$ cat config.mk
export PLATFORM = sky130hd
export DESIGN_NAME = psm_mode_ctrl
export DESIGN_NICKNAME = d
export VERILOG_FILES = /design/src/rtl/psm_pkg.sv /design/src/rtl/psm_run_filter.sv /design/src/rtl/psm_edge_det.sv /design/src/rtl/psm_quiet_timer.sv /design/src/rtl/psm_mode_ctrl.sv
export SDC_FILE = /design/constraint.sdc
export NUM_CORES = 1
export LEC_CHECK = 0
export BUFFER_PORTS_ARGS = -buffer_cell sky130_fd_sc_hd__buf_2
export CORE_UTILIZATION = 45
export CTS_BUF_LIST = sky130_fd_sc_hd__clkbuf_16
export CTS_CLUSTER_SIZE = 8
export DETAILED_ROUTE_END_ITERATION = 10
export SYNTH_ARGS = -nofsm -noshare
export SYNTH_HDL_FRONTEND = slang
export SYNTH_SLANG_ARGS = --single-unit
$ cat constraint.sdc
create_clock -name clk_i -period 5.2 [get_ports clk_i]
set_input_delay 0.26 -clock clk_i [delete_from_list [all_inputs] [get_ports clk_i]]
set_output_delay 0.26 -clock clk_i [all_outputs]
set_load 0.01 [all_outputs]
$ cat src/rtl/psm_pkg.sv
package psm_pkg;
  typedef enum logic {MODE_PWM = 1'b0, MODE_PSM = 1'b1} mode_e;
endpackage

$ cat src/rtl/psm_run_filter.sv
module psm_run_filter #(
  parameter int unsigned ENTRY_RUN = 8
) (
  input  logic clk_i,
  input  logic rst_ni,
  input  logic clear_i,
  input  logic tick_i,
  input  logic light_i,
  output logic enter_o
);
  localparam int unsigned CW = (ENTRY_RUN > 1) ? $clog2(ENTRY_RUN) : 1;
  localparam logic [CW-1:0] LAST = CW'(ENTRY_RUN - 1);

  logic [CW-1:0] run_q;

  assign enter_o = !clear_i && tick_i && light_i && (run_q == LAST);

  always_ff @(posedge clk_i or negedge rst_ni) begin
    if (!rst_ni)                 run_q <= '0;
    else if (clear_i || enter_o) run_q <= '0;
    else if (tick_i)             run_q <= light_i ? run_q + 1'b1 : '0;
  end
endmodule

$ cat src/rtl/psm_edge_det.sv
module psm_edge_det (
  input  logic clk_i,
  input  logic rst_ni,
  input  logic level_i,
  input  logic gate_i,
  output logic fall_edge_o
);
  logic prev_q;

  assign fall_edge_o = gate_i && level_i && !prev_q;

  always_ff @(posedge clk_i or negedge rst_ni) begin
    if (!rst_ni) prev_q <= 1'b0;
    else         prev_q <= level_i;
  end
endmodule

$ cat src/rtl/psm_quiet_timer.sv
module psm_quiet_timer #(
  parameter int unsigned TIMEOUT_CLKS = 4000
) (
  input  logic clk_i,
  input  logic rst_ni,
  input  logic run_i,
  input  logic pulse_i,
  output logic expire_o
);
  localparam int unsigned TW = (TIMEOUT_CLKS > 1) ? $clog2(TIMEOUT_CLKS) : 1;
  localparam logic [TW-1:0] LAST = TW'(TIMEOUT_CLKS - 1);

  logic [TW-1:0] tmr_q;

  assign expire_o = run_i && !pulse_i && (tmr_q == LAST);

  always_ff @(posedge clk_i or negedge rst_ni) begin
    if (!rst_ni)                          tmr_q <= '0;
    else if (!run_i || pulse_i || expire_o) tmr_q <= '0;
    else                                  tmr_q <= tmr_q + 1'b1;
  end
endmodule

$ cat src/rtl/psm_mode_ctrl.sv
module psm_mode_ctrl
  import psm_pkg::*;
#(
  parameter int unsigned ENTRY_RUN    = 8,
  parameter int unsigned TIMEOUT_CLKS = 4000
) (
  input  logic clk_i,
  input  logic rst_ni,
  input  logic sw_tick_i,
  input  logic light_load_i,
  input  logic fb_below_ref_i,
  input  logic fb_droop_i,
  input  logic psm_sel_i,
  input  logic ss_done_i,
  input  logic fault_i,
  output logic psm_o,
  output logic on_pulse_o,
  output logic forced_cycle_o
);
  mode_e mode_q, mode_d;
  logic  allow, in_psm, enter, pulse, expire;

  assign allow  = psm_sel_i && ss_done_i && !fault_i;
  assign in_psm = (mode_q == MODE_PSM);

  psm_run_filter #(.ENTRY_RUN(ENTRY_RUN)) i_run (
    .clk_i, .rst_ni,
    .clear_i (!allow || in_psm),
    .tick_i  (sw_tick_i),
    .light_i (light_load_i),
    .enter_o (enter)
  );

  psm_edge_det i_edge (
    .clk_i, .rst_ni,
    .level_i     (fb_below_ref_i),
    .gate_i      (in_psm && !fault_i),
    .fall_edge_o (pulse)
  );

  psm_quiet_timer #(.TIMEOUT_CLKS(TIMEOUT_CLKS)) i_tmr (
    .clk_i, .rst_ni,
    .run_i    (in_psm && !fault_i),
    .pulse_i  (pulse),
    .expire_o (expire)
  );

  always_comb begin
    mode_d = mode_q;
    unique case (mode_q)
      MODE_PWM: if (enter) mode_d = MODE_PSM;
      MODE_PSM: if (fb_droop_i || !allow) mode_d = MODE_PWM;
      default:  mode_d = MODE_PWM;
    endcase
  end

  always_ff @(posedge clk_i or negedge rst_ni) begin
    if (!rst_ni) mode_q <= MODE_PWM;
    else         mode_q <= mode_d;
  end

  assign psm_o          = in_psm;
  assign on_pulse_o     = pulse;
  assign forced_cycle_o = expire;
endmodule

==> metrics <==
Yosys warnings 0; setup TNS 0 ns; HPWL after DPL 1.29 mm; total routed wirelength 1.78 mm; NumNets Final between 100 and 150; Tmin final 2.09 ns; mux cell area share after synthesis 0.0242; hold buffer count at cts 1; 1st-iter DRT viols 2; simple-gate share of the synthesized area 0.303; total number of vias 724; Max-slew headroom 0.529; Synth Register Bits 17; Routed Antenna Nets 0; Req. time, crit path 4.94 ns; Fillers around 200; r2r worst-path depth 4; reg2reg setup slack approximately 3.5 ns; Adder-Cell Fraction of Synth Area 0.0404; GR Util All Layers 0.190; Seq/Total Area, Yosys 0.458; most common cell in the netlist dfrtp_1; CP max stage delay 0.45 ns; Max-cap violations 0; DRC 0; Power Density 267 nW/µm²; Synth Area in Compound Gates 0.135; total power 0.295 mW; CP Cell Sequence ha_1, nand4_4, or4_1, nor2_1, buf_2; worst hold path cell count 1; H-tree levels 1; Crit Path Category reg -> out; Fin. Hold Viols 0; first-pass GRT wire length 2.86 mm; clock-pin slew on the worst setup and hold paths 0.05 ns; Setup crit end kind output port; Die X 47.5 µm; # rows 16; r2r endpoint i_tmr.tmr_q[3]$_DFF_PN0_; initial core utilization 0.479; die area 2250 µm²; hold path startpoint fb_below_ref_i; worst-case clock buffer depth 2; core area around 1900 µm²; Fmax 479 MHz; top cells by count, synth dfrtp_1, nand3_1, or4_1; Routed wire per std cell around 14 µm; Post-Synthesis Cells 84; worst-skew pair later-pin latency 0.25 ns; Top Ports 12; synthesis-to-layout area growth 18.7%; clock skew 0.000658 ns; CTS Sinks 17; worst min path class in -> reg; Placed Area 1010 µm²; Worst VDD drop 0.000190 V; Chip Height 47.5 µm; largest family of logic cells by synthesized area simple AND/OR/NAND/NOR gates; Slowest cell on crit path dfrtp_1; dominant synthesized flop cell dfrtp_1; dominant cell type by area after synthesis dfrtp_1; Post-synth EDFFs 0; pin count of the biggest net entering global routing 18; post-CTS setup buffers 0; Leak 0.446 nW; count of final setup violators 0; mapped cell area 930 µm²; first drt pass iteration count 4; initial antenna violation count 0; XOR/XNOR Fraction of Synth Area 0.0283; syn_area_per_cell 11.1 µm²; worst r2r src i_tmr.tmr_q[0]$_DFF_PN0_; Yosys top cell area share 0.458; Post-Syn Nets 96; largest cells by area after synthesis dfrtp_1, a211oi_2, nand4_4; Layout Cell Area excl Fill 1100 µm²; CTS tree yes; Cell variety after synth 25; Slew Limit Fails 0; final core utilization 0.568; period utilization 0.402; number of global-route vias before repair 635; ANT cells 0; Startpoint Class flip-flop; end of the worst hold path i_edge.prev_q$_DFF_PN0_; Via-to-Cell Ratio 5.75; CTS buffer count 3; fraction of layout cells with a size suffix above 1 0.253; post-CTS resize count 0; total congestion overflow 0; I/O Buffers 11; CTS root buffer clkbuf_16; status finished clean; worst path arrival time about 1.8 ns; GP Congestion 0.734; Synth async-reset ratio 1.00; unrepaired setup endpoints after global routing no; Reg area 425 µm²; crit path max fanout 8; Worst Tran Pin Value around 0.7 ns; hold_ws 0.132 ns; multi-input logic area 493 µm²
[area by class of cell]
type,instances,share of cell area
Clock buffer,3,0.0680
Clock inverter,1,0.00340
Inverter,2,0.00680
Multi-Input combinational cell,64,0.447
Sequential cell,17,0.385
Tap cell,27,0.0306
Timing Repair Buffer,12,0.0590
[metrics by stage]
stage / std cells / setup slack [ns]
after floorplan: 84 / 3.52
after global placement: 121 / 3.43
after detailed placement: 121 / 3.38
after CTS: 126 / 3.10
after global routing: 126 / 3.02
final: 126 / 3.11
[how the worst max path moves through the flow]
stage                                   startpoint             end  slack [ns]  cells after the start
after floorplan           i_tmr.tmr_q[0]$_DFF_PN0_  forced_cycle_o        3.52                      4
after global placement    i_tmr.tmr_q[0]$_DFF_PN0_  forced_cycle_o        3.43                      5
after detailed placement  i_tmr.tmr_q[0]$_DFF_PN0_  forced_cycle_o        3.38                      5
after CTS                 i_tmr.tmr_q[0]$_DFF_PN0_  forced_cycle_o        3.10                      5
after global routing      i_tmr.tmr_q[0]$_DFF_PN0_  forced_cycle_o        3.02                      5
final                     i_tmr.tmr_q[0]$_DFF_PN0_  forced_cycle_o        3.11                      5
[cell families (layout without fill, tap and decap cells)]
group,after synthesis,in the layout
XOR/XNOR,3,3
buffers and inverters,3,18
multiplexers,2,2
flip-flops,17,17
AO/OA/AOI/OAI,16,16
AND/OR/NAND/NOR,40,40
adder cells (fa/ha/maj),3,3
[critical path, delay by kind of cell, from the launching register on]
family                     cells  cell delay (ns)
and+or+nand+nor                3             0.70
buffers and inverters          1             0.15
DFF                            1             0.45
adders and majority gates      1             0.29
[layout by cell type, fill, tap and decap left out, types with 4 or more instances in the layout]
master / synthesis / layout
a211oi_2: 4 / 4
buf_2: 0 / 11
or4_1: 5 / 5
nor2_1: 4 / 4
o31ai_1: 4 / 4
nand3_1: 8 / 8
nand2_1: 4 / 4
dfrtp_1: 17 / 17
nand2b_1: 4 / 4
[power by group]
| part | internal [mW] | leakage, nW | switching [mW] |
|---|---|---|---|
| clock | 0.102 | 0.0423 | 0.0505 |
| sequential | 0.133 | 0.235 | 0.000176 |
| combinational | 0.00410 | 0.169 | 0.00528 |
| total | 0.239 | 0.446 | 0.0559 |
[routing by layer]
layer,share of wire,wire length (µm),GRT usage,vias up
met5,0,0,0,-
met4,0.012,22,0.103,0
met3,0.013,23,0.0340,4
met2,0.50,891,0.299,4
met1,0.47,845,0.249,361
li1,-,-,-,355
[flip-flops by register name, indices dropped and copies added, names as in the netlist]
register,cells
i_tmr.tmr_q,12
i_run.run_q,3
i_edge.prev_q,1
psm_o,1
No activity file was read; power rests on OpenSTA's default activity.
